`src/rtl/pb_pkg.sv`:
```
package pb_pkg;

  localparam int PB_AW = 32;

  typedef enum logic [1:0] {
    RG_NONE,
    RG_UART,
    RG_CMD,
    RG_CTL
  } region_e;

  typedef enum logic [2:0] {
    IT_IDLE,
    IT_SETUP,
    IT_STROBE,
    IT_HOLD,
    IT_DONE
  } ide_st_e;

  // Two addresses fall in the same window when they agree above bit lsb.
  function automatic logic win_hit(input logic [PB_AW-1:0] a,
                                   input logic [PB_AW-1:0] base,
                                   input int lsb);
    return (a >> lsb) == (base >> lsb);
  endfunction

  // Clocks from one strobe start to the next when a request is waiting.
  function automatic int strobe_spacing(input int setup, input int strobe,
                                        input int recovery);
    return setup + strobe + recovery + 1;
  endfunction

  function automatic int max3(input int a, input int b, input int c);
    int m;
    m = (a > b) ? a : b;
    return (m > c) ? m : c;
  endfunction

  // Counter width able to hold the value m.
  function automatic int cnt_bits(input int m);
    return (m < 1) ? 1 : $clog2(m + 1);
  endfunction

endpackage

```
`src/rtl/pb_decode.sv`:
```
module pb_decode
  import pb_pkg::*;
#(
  parameter logic [PB_AW-1:0] UART_BASE  = 32'hFFF0_0000,
  parameter logic [PB_AW-1:0] CMD_BASE   = 32'hFFF0_0100,
  parameter logic [PB_AW-1:0] CTL_BASE   = 32'hFFF0_0200,
  parameter int               REGION_LSB = 8,
  parameter int               UART_OFS_W = 3
) (
  input  logic                  as_i,
  input  logic [PB_AW-1:0]      addr_i,
  output region_e               region_o,
  output logic                  ci_o,
  output logic [2:0]            da_o,
  output logic [UART_OFS_W-1:0] uofs_o
);

  // IDE registers are 16-bit, so da comes from bits [3:1]; bits above must be 0.
  localparam int IDE_HI = 4;

  logic ide_ofs_ok;
  logic uart_ofs_ok;

  assign ide_ofs_ok  = (addr_i[REGION_LSB-1:IDE_HI] == '0) && !addr_i[0];
  assign uart_ofs_ok = (addr_i[REGION_LSB-1:UART_OFS_W] == '0);

  always_comb begin
    region_o = RG_NONE;
    if (win_hit(addr_i, UART_BASE, REGION_LSB) && uart_ofs_ok)
      region_o = RG_UART;
    else if (win_hit(addr_i, CMD_BASE, REGION_LSB) && ide_ofs_ok)
      region_o = RG_CMD;
    else if (win_hit(addr_i, CTL_BASE, REGION_LSB) && ide_ofs_ok)
      region_o = RG_CTL;
  end

  // Cache-inhibit straight from decode: valid in the cycle the address appears.
  assign ci_o   = as_i && (region_o != RG_NONE);
  assign da_o   = addr_i[IDE_HI-1:1];
  assign uofs_o = addr_i[UART_OFS_W-1:0];

endmodule

```
`src/rtl/pb_ide_timer.sv`:
```
module pb_ide_timer
  import pb_pkg::*;
#(
  parameter int SETUP_CLKS    = 2,
  parameter int STROBE_CLKS   = 5,
  parameter int HOLD_CLKS     = 1,
  parameter int RECOVERY_CLKS = 7
) (
  input  logic       clk,
  input  logic       rst_n,
  input  logic       req_i,
  input  logic       as_i,
  input  logic       ctl_i,
  input  logic       rd_i,
  input  logic [2:0] da_i,
  output logic       cs0_n_o,
  output logic       cs1_n_o,
  output logic [2:0] da_o,
  output logic       rd_n_o,
  output logic       wr_n_o,
  output logic       ack_o
);

  localparam int PH_MAX = max3(SETUP_CLKS, STROBE_CLKS, HOLD_CLKS);
  localparam int PH_W   = cnt_bits(PH_MAX);
  localparam int REC_W  = cnt_bits(RECOVERY_CLKS);

  ide_st_e          st;
  logic [PH_W-1:0]  ph;
  logic [REC_W-1:0] rec;
  logic             sel_ctl_q;
  logic             rd_q;
  logic [2:0]       da_q;

  // Named internal events.
  logic ph_last;
  logic strobe_end;
  logic rec_idle;
  logic launch;
  logic cs_on;

  assign ph_last    = (ph == '0);
  assign strobe_end = (st == IT_STROBE) && ph_last;
  assign rec_idle   = (rec == '0);
  assign launch     = (st == IT_IDLE) && req_i && rec_idle;
  assign cs_on      = (st == IT_SETUP) || (st == IT_STROBE) || (st == IT_HOLD);

  always_ff @(posedge clk) begin
    if (!rst_n) begin
      st        <= IT_IDLE;
      ph        <= '0;
      rec       <= '0;
      sel_ctl_q <= 1'b0;
      rd_q      <= 1'b1;
      da_q      <= '0;
    end else begin
      if (strobe_end)
        rec <= REC_W'(RECOVERY_CLKS);
      else if (!rec_idle)
        rec <= rec - REC_W'(1);

      case (st)
        IT_IDLE: begin
          if (launch) begin
            st        <= IT_SETUP;
            ph        <= PH_W'(SETUP_CLKS - 1);
            sel_ctl_q <= ctl_i;
            rd_q      <= rd_i;
            da_q      <= da_i;
          end
        end
        IT_SETUP: begin
          if (ph_last) begin
            st <= IT_STROBE;
            ph <= PH_W'(STROBE_CLKS - 1);
          end else begin
            ph <= ph - PH_W'(1);
          end
        end
        IT_STROBE: begin
          if (ph_last) begin
            st <= IT_HOLD;
            ph <= PH_W'(HOLD_CLKS - 1);
          end else begin
            ph <= ph - PH_W'(1);
          end
        end
        IT_HOLD: begin
          if (ph_last) st <= IT_DONE;
          else         ph <= ph - PH_W'(1);
        end
        IT_DONE: begin
          if (!as_i) st <= IT_IDLE;
        end
        default: st <= IT_IDLE;
      endcase
    end
  end

  assign cs0_n_o = !(cs_on && !sel_ctl_q);
  assign cs1_n_o = !(cs_on && sel_ctl_q);
  assign da_o    = da_q;
  assign rd_n_o  = !((st == IT_STROBE) && rd_q);
  assign wr_n_o  = !((st == IT_STROBE) && !rd_q);
  assign ack_o   = (st == IT_HOLD) && ph_last;

  // read and write strobes are never low together.
  a_r5_one_strobe: assert property (@(posedge clk) disable iff (!rst_n)
    !(!rd_n_o && !wr_n_o));

  // a strobe only begins under a chip select already active a cycle earlier.
  a_r4_cs_before_strobe: assert property (@(posedge clk) disable iff (!rst_n)
    $fell(rd_n_o & wr_n_o) |-> $past(!(cs0_n_o & cs1_n_o)));

  // a strobe never begins while recovery is still counting.
  a_r7_strobe_after_recovery: assert property (@(posedge clk) disable iff (!rst_n)
    $fell(rd_n_o & wr_n_o) |-> rec_idle);

  // the acknowledge falls after the strobe, with the select still held.
  a_r6_ack_after_strobe: assert property (@(posedge clk) disable iff (!rst_n)
    ack_o |-> (rd_n_o && wr_n_o && !(cs0_n_o && cs1_n_o)));

endmodule

```
`src/rtl/pb_timeout.sv`:
```
module pb_timeout
  import pb_pkg::*;
#(
  parameter int TIMEOUT_CLKS = 32
) (
  input  logic clk,
  input  logic rst_n,
  input  logic pend_i,
  output logic berr_o
);

  localparam int CW = cnt_bits(TIMEOUT_CLKS + 1);

  logic [CW-1:0] cnt;
  logic          spent;

  // After the error the count parks one past the limit until the request drops.
  assign spent = (cnt == CW'(TIMEOUT_CLKS + 1));

  always_ff @(posedge clk) begin
    if (!rst_n)       cnt <= '0;
    else if (!pend_i) cnt <= '0;
    else if (!spent)  cnt <= cnt + CW'(1);
  end

  assign berr_o = (cnt == CW'(TIMEOUT_CLKS));

  // bus error is a single-cycle pulse.
  a_r10_berr_pulse: assert property (@(posedge clk) disable iff (!rst_n)
    berr_o |=> !berr_o);

  // bus error only for a request still pending.
  a_r10_berr_pending: assert property (@(posedge clk) disable iff (!rst_n)
    berr_o |-> pend_i);

endmodule

```
`src/rtl/periph_bridge.sv`:
```
module periph_bridge
  import pb_pkg::*;
#(
  parameter logic [31:0] UART_BASE     = 32'hFFF0_0000,
  parameter logic [31:0] CMD_BASE      = 32'hFFF0_0100,
  parameter logic [31:0] CTL_BASE      = 32'hFFF0_0200,
  parameter int          REGION_LSB    = 8,
  parameter int          SETUP_CLKS    = 2,
  parameter int          STROBE_CLKS   = 5,
  parameter int          HOLD_CLKS     = 1,
  parameter int          RECOVERY_CLKS = 7,
  parameter int          TIMEOUT_CLKS  = 32
) (
  input  logic        clk,
  input  logic        rst_n,
  input  logic        cpu_as,
  input  logic        cpu_rw,
  input  logic [31:0] cpu_addr,
  output logic        cpu_ci,
  output logic        cpu_ack,
  output logic        cpu_berr,
  output logic        uart_cs_n,
  output logic [2:0]  uart_reg,
  output logic        ide_cs0_n,
  output logic        ide_cs1_n,
  output logic [2:0]  ide_da,
  output logic        ide_rd_n,
  output logic        ide_wr_n
);

  localparam int UART_OFS_W = 3;
  localparam int CYCLE_CLKS = strobe_spacing(SETUP_CLKS, STROBE_CLKS, RECOVERY_CLKS);

  region_e    region;
  logic [2:0] da_dec;
  logic       ide_req;
  logic       ide_ack;
  logic       ua_hit;
  logic       ua_ack_q;
  logic       ua_done_q;
  logic       miss_pend;

  pb_decode #(
    .UART_BASE (UART_BASE),
    .CMD_BASE  (CMD_BASE),
    .CTL_BASE  (CTL_BASE),
    .REGION_LSB(REGION_LSB),
    .UART_OFS_W(UART_OFS_W)
  ) u_dec (
    .as_i    (cpu_as),
    .addr_i  (cpu_addr),
    .region_o(region),
    .ci_o    (cpu_ci),
    .da_o    (da_dec),
    .uofs_o  (uart_reg)
  );

  assign ide_req = cpu_as && ((region == RG_CMD) || (region == RG_CTL));

  pb_ide_timer #(
    .SETUP_CLKS   (SETUP_CLKS),
    .STROBE_CLKS  (STROBE_CLKS),
    .HOLD_CLKS    (HOLD_CLKS),
    .RECOVERY_CLKS(RECOVERY_CLKS)
  ) u_ide (
    .clk    (clk),
    .rst_n  (rst_n),
    .req_i  (ide_req),
    .as_i   (cpu_as),
    .ctl_i  (region == RG_CTL),
    .rd_i   (cpu_rw),
    .da_i   (da_dec),
    .cs0_n_o(ide_cs0_n),
    .cs1_n_o(ide_cs1_n),
    .da_o   (ide_da),
    .rd_n_o (ide_rd_n),
    .wr_n_o (ide_wr_n),
    .ack_o  (ide_ack)
  );

  assign miss_pend = cpu_as && (region == RG_NONE);

  pb_timeout #(
    .TIMEOUT_CLKS(TIMEOUT_CLKS)
  ) u_tmo (
    .clk   (clk),
    .rst_n (rst_n),
    .pend_i(miss_pend),
    .berr_o(cpu_berr)
  );

  // UART: one-clock acknowledge, then quiet until the request drops.
  assign ua_hit    = cpu_as && (region == RG_UART);
  assign uart_cs_n = !ua_hit;

  always_ff @(posedge clk) begin
    if (!rst_n) begin
      ua_ack_q  <= 1'b0;
      ua_done_q <= 1'b0;
    end else begin
      ua_ack_q  <= ua_hit && !ua_ack_q && !ua_done_q;
      ua_done_q <= ua_hit && (ua_ack_q || ua_done_q);
    end
  end

  assign cpu_ack = ide_ack || ua_ack_q;

  // whenever an IDE select is active the CPU sees cache-inhibit.
  a_r2_ci_covers_ide: assert property (@(posedge clk) disable iff (!rst_n)
    !(ide_cs0_n && ide_cs1_n) |-> cpu_ci);

  // every peripheral acknowledge comes with cache-inhibit.
  a_r2_ci_with_ack: assert property (@(posedge clk) disable iff (!rst_n)
    cpu_ack |-> cpu_ci);

  // one response kind at a time, each a single cycle.
  a_r11_ack_berr_excl: assert property (@(posedge clk) disable iff (!rst_n)
    !(cpu_ack && cpu_berr));

  a_r11_ack_pulse: assert property (@(posedge clk) disable iff (!rst_n)
    cpu_ack |=> !cpu_ack);

  // the derived cycle must cover the PIO-0 minimum of 15 clocks at 25 MHz.
  initial begin
    a_r7_cycle_budget: assert (CYCLE_CLKS >= 15);
  end

endmodule

```
`config.mk`:
```
export PLATFORM = sky130hd
export DESIGN_NAME = periph_bridge
export DESIGN_NICKNAME = d
export VERILOG_FILES = /design/src/rtl/pb_pkg.sv /design/src/rtl/pb_decode.sv /design/src/rtl/pb_ide_timer.sv /design/src/rtl/pb_timeout.sv /design/src/rtl/periph_bridge.sv
export SDC_FILE = /design/constraint.sdc
export NUM_CORES = 1
export LEC_CHECK = 0
export BUFFER_PORTS_ARGS = -buffer_cell sky130_fd_sc_hd__buf_2
export CAP_MARGIN = 15
export CORE_MARGIN = 5
export CORE_UTILIZATION = 48
export CTS_CLUSTER_DIAMETER = 80
export DETAILED_ROUTE_END_ITERATION = 8
export HOLD_SLACK_MARGIN = 0.02
export MAX_ROUTING_LAYER = met4
export PLACE_DENSITY = 0.77
export SKIP_LAST_GASP = 1
export SYNTH_ARGS = -nofsm -noshare
export SYNTH_HDL_FRONTEND = slang
export SYNTH_SLANG_ARGS = --single-unit
export TNS_END_PERCENT = 20
```
`constraint.sdc`:
```
create_clock -name clk -period 2.45 [get_ports clk]
set_clock_uncertainty 0.1 [all_clocks]
set_input_delay 0.245 -clock clk [delete_from_list [all_inputs] [get_ports clk]]
set_output_delay 0.245 -clock clk [all_outputs]
set_load 0.05 [all_outputs]
```
Yosys cells after proc, flatten, opt, wreduce, memory -nomap -nowiden. Index checks and enable logic that the tools add are counted.

Reduce and logical (&&, ||, !) cells: 46. Eq/ne operators: 19. Muxes and demuxes: 15. Add/sub/neg operators: 3.

Operators with widths (count): $eq 24x24->1 const B (3); $mux 3 (10); $logic_and 1x1->1 (19); $pmux 3 s5 (1); $eq 6x6->1 const B (2); $pmux 3 s4 (1); $logic_not 1->1 (10); $ne 2x1->1 const B (5); $logic_not 3->1 (3); $add 6x1->6 const B (1); $eq 3x2->1 const B (2); $mux 2 (3); $sub 3x1->3 const B (2); $logic_not 5->1 (1); $logic_or 1x1->1 (5); $reduce_and 5->1 (1); $eq 2x2->1 const B (2); $logic_not 4->1 (1); $ne 2x2->1 const B (2); $reduce_and 2->1 (2); $reduce_bool 4->1 (1); $eq 3x1->1 const B (1); $eq 3x3->1 const B (1); $reduce_and 3->1 (1); other kinds (3) (3).

Word-level logic and storage cells: 92. Output and inout port bits: 14. Register bits after elaboration: 22. Input port bits: 36.

Longest topological paths before layout.
Depth after elaboration: 13. Gate-level depth with buffers: 7. Mapped depth without buffers: 7.

Cells and area by module. From an unflattened synthesis, not the netlist that was laid out.

Cell total of the unflattened synthesis: 153. Area, all modules: 1398.8 µm².

Modules (own cells, without submodules): pb_ide_timer (cells an instance 85, area each 765.7 µm², seq. area each 280.3 µm², instances 1); pb_timeout (cells an instance 34, area each 320.3 µm², seq. area each 120.1 µm², instances 1); pb_decode (cells an instance 23, area each 196.4 µm², seq. area each 0.0 µm², instances 1); periph_bridge (cells an instance 11, area each 116.4 µm², seq. area each 40.0 µm², instances 1).

Worst setup path after synthesis. Ideal clock, no wire load.

Path kind: input to output. From: in cpu_addr[17]. To: out cpu_ci. Stages on the path: 5. Data arrival time: 2.114 ns. Slack: -0.009 ns. Data required time: 2.105 ns. Path buffers: 1. Path through: or4_1 nor4_4 and2_2 buf_6 nor2b_1.

Longest elaborated chain between the ends: 7. Elaborated cells on any way between the ends: 11. Those cells by class: eq/ne: 3; mux: 3; reduce/logical: 5.

Ends and longest elaborated chain: start, declared (line periph_bridge.sv:18) `input logic [31:0] cpu_addr,`; $eq 24x24->1 (line pb_pkg.sv:24) `return (a >> lsb) == (base >> lsb);`; $logic_and 1x1->1 (line pb_decode.sv:33) `else if (win_hit(addr_i, CTL_BASE, REGION_LSB) && ide_ofs_ok)`; $mux 2 (line pb_decode.sv:33); $mux 2 (line pb_decode.sv:31) `else if (win_hit(addr_i, CMD_BASE, REGION_LSB) && ide_ofs_ok)`; $mux 2 (*) (line pb_decode.sv:29) `if (win_hit(addr_i, UART_BASE, REGION_LSB) && uart_ofs_ok)`; $reduce_bool 2->1 (*) (line pb_decode.sv:38) `assign ci_o = as_i && (region_o != RG_NONE);`; $logic_and 1x1->1 (*) (line pb_decode.sv:38); end, declared (line periph_bridge.sv:19) `output logic cpu_ci,`.

Mark *: on every way between the ends. The rest lies on a longest branch, timed or not.

Worst setup path after layout. Ends and elaborated chain as after synthesis.

==> out/qor.yml <==
final_layout:
  area_growth_pct: 23.3
  drive_above_1_share_pct: 27.5
  multi_input_area_um2: 751
  nets: 251
  nFillCells: 239
  diodes: 0
  seq_area_um2: 440
clock_network:
  cts_sinks: 22
  clk_latency_ns: 0.30
  hold_buffers: 0
  cts_resized: 0
  htree_levels: 1
  cts_setup_buffers: 0
  cts_tree: "built"
  clockBufferDepth: 2
  cts_buffers: 3
  cts.clk_slew.worst_paths_ns: 0.13
  cts-root-buf: "clkbuf_4"
global_route:
  gr-usage-all-layers_pct: 18.9
  grt_max_degree: 14
  grt_pass1_vias: 1223
  overflow: 0
  antenna_found_initial: 0
  grt_pass1_wl_mm: 5.31
yosys:
  synth_top_area_share_pct: 34.6
  yosysUniqueCellTypes: 35
  yosysWarnings: 0
  avgSynthCellArea_um2: 7.90
  synth-seq-cells: 22
  synth_top_area_cell: "dfxtp_1"
  ys_seq_area_share_pct: 34.6
  synth_area_um2: 1270
  synth_area_leaders: "dfxtp_1 35%, ha_1 6.9%, nor2_1 6.5%"
  syn_inst: 161
  synth_fp_nets: 204
route:
  drt_pass1_iterations: 5
  drc: 0
  antenna_left: 0
  num_vias: 1279
  routed_wl_mm: 3.16
  wl_per_cell_um: 13.3
  drt_iter0_markers: 74
  via_per_inst: 5.40
placed_design:
  io_buffers: 49
  gp_congestion: 0.843
  dp_hpwl_mm: 2.60
  pre_cts_ws_ns: 0.189
critical_path:
  cp.required_ns: 2.11
  critPathLaunch: "cpu_addr[17]"
  crit_path_cell_trace: "buf_2 > or4_1 > nor4_4 > and2_2 > nor2b_2 > buf_2"
  worstPathMaxFanout: 8
  reg2regPathDepth: 5
  start_kind: "input pin"
  r2r-end: "u_ide.ph[2]"
  slowest_delay_ns: 0.56
  crit_type: "in2out"
  crit_path_frequent_cell: "buf_2"
  cp_data_arrival_time_ns: 1.92
  worst_setup_path_end_kind: "output pin"
  slowest_stage: "or4_1"
  rrSetupSlack_ns: 0.32
  r2r_start: "u_ide.st[2]"
hold_path:
  hold_start: "cpu_rw"
  min_path_cells: 3
  hold-path-endpoint: "u_ide.rd_q"
  hold_class: "in2reg"
floorplan:
  rows: 18
  die_y_um: 61.5
  dieArea_um2: 3780
  pin_count: 50
  initial_core_util_pct: 50.9
  die_x_um: 61.5
  coreArea_um2: 2500
timing:
  fin_ws_ns: 0.189
  period_minus_slack_ns: 2.26
  maxSlewHeadroom_pct: 57.4
  hold_viol: 0
  hold-worst-slack_ns: 0.0722
  worst_pin_slew_ns: 0.630
  rsz0062_at_grt: "no"
  setup_violations: 0
  max_freq_ghz: 0.442
  finalMaxSlewViolations: 0
  tns_ns: 0
  finalCritPeriodShare_pct: 92.3
flow_run:
  max_cap_viol_count: 0
pwr:
  powerDensity_nw_per_um2: 593
  p_leak_nw: 0.700
  irDropWorstVdd_uv: 474
outcome:
  status: "finished, final reports clean"
## power breakdown
group	switching [mW]	leakage, nW	internal (mW)	total, mW
Combinational	0.137	0.494	0.120	0.257
Sequential	0.0133	0.178	0.382	0.396
Clock	0.111	0.0279	0.165	0.276
Total	0.262	0.700	0.667	0.929
## routing by layer
layer	global-route usage [%]	part of all wire [%]
met1	21.8	41
met2	33.5	54
met4	5.76	1.6
met5	-	0
met3	3.14	4.0
## layout by cell type (no fill, tap or decap), types with 3 or more instances in the layout
| cell type | n |
|---|---|
| xor2_1 | 5 |
| nand3_1 | 11 |
| nor2_1 | 22 |
| inv_1 | 8 |
| xnor2_1 | 3 |
| nand2b_1 | 4 |
| nand2_1 | 20 |
| nor4b_1 | 3 |
| buf_2 | 49 |
| and3_1 | 3 |
| nand4_1 | 3 |
| mux2i_1 | 5 |
| o21ai_0 | 4 |
| a21oi_1 | 9 |
| ha_1 | 7 |
| nor3_1 | 3 |
| dfxtp_1 | 22 |
| clkbuf_4 | 3 |
## logic make-up (layout without fill, tap and decap cells)
group                    Yosys count  after routing  synth area share (%)
multiplexers                       5              5                  3.94
adder cells (fa/ha/maj)            7              7                  6.89
AND/OR/NAND/NOR                   85             85                  35.1
AO/OA/AOI/OAI                     17             17                  7.38
flip-flops                        22             22                  34.6
XOR/XNOR                           8              8                  5.51
buffers and inverters             17             63                  6.50
## layout make-up
type	count	share of cell area, %
Timing Repair Buffer	50	16.1
Inverter	9	2.15
Multi-Input combinational cell	122	47.9
Tap cell	30	2.39
Clock buffer	3	1.44
Sequential cell	22	28.1
Clock inverter	1	1.92
## state kept, by name, indices dropped and copies added, names as in the netlist
name and cells:
u_ide.da_o 3, u_ide.ph 3, u_ide.rd_q 1, u_ide.rec 3
u_ide.sel_ctl_q 1, u_ide.st 3, u_tmo.cnt 6, ua_ack_q 1
ua_done_q 1
## Yosys cell counts
cell type / count
a211oi_1: 1
a21oi_1: 9
a31oi_1: 1
and2_1: 1
and2_2: 1
and3_1: 3
and4_1: 1
buf_4: 3
buf_6: 1
clkbuf_1: 4
clkinv_1: 1
dfxtp_1: 22
ha_1: 7
inv_1: 8
mux2i_1: 5
nand2_1: 20
nand2b_1: 4
nand3_1: 11
nand4_1: 3
nand4b_1: 2
nor2_1: 22
nor2b_1: 3
nor3_1: 3
nor3b_1: 1
nor4_1: 2
nor4_4: 1
nor4b_1: 3
nor4bb_1: 1
o211ai_1: 1
o21ai_0: 4
o31ai_1: 1
or3_1: 2
or4_1: 1
xnor2_1: 3
xor2_1: 5
## through the flow
| stage | util (%) | power (mW) | std cells | instance area [um2] |
|---|---|---|---|---|
| 2_1_floorplan | - | 0.570 | 161 | 1270 |
| 3_3_place_gp | 60.6 | 0.636 | 233 | 1520 |
| 3_5_place_dp | 60.6 | 0.659 | 233 | 1520 |
| 4_1_cts | 62.7 | 0.934 | 237 | 1570 |
| 5_1_grt | 62.7 | 0.991 | 237 | 1570 |
| 6_report | 62.7 | 0.929 | 237 | 1570 |
## worst max path at each step
stage | slack, ns | to
floorplan | 0.25 | cpu_ci
global placement | 0.23 | cpu_ci
detailed placement | 0.19 | cpu_ci
CTS | 0.19 | cpu_ci
global route | 0.1 | cpu_ci
finish | 0.19 | cpu_ci
## critical path: cells and delay by family
kind | cells | cell delay [ns]
simple gates | 4 | 1.31
buf+inv | 2 | 0.35
No activity file was read; power rests on OpenSTA's default activity.
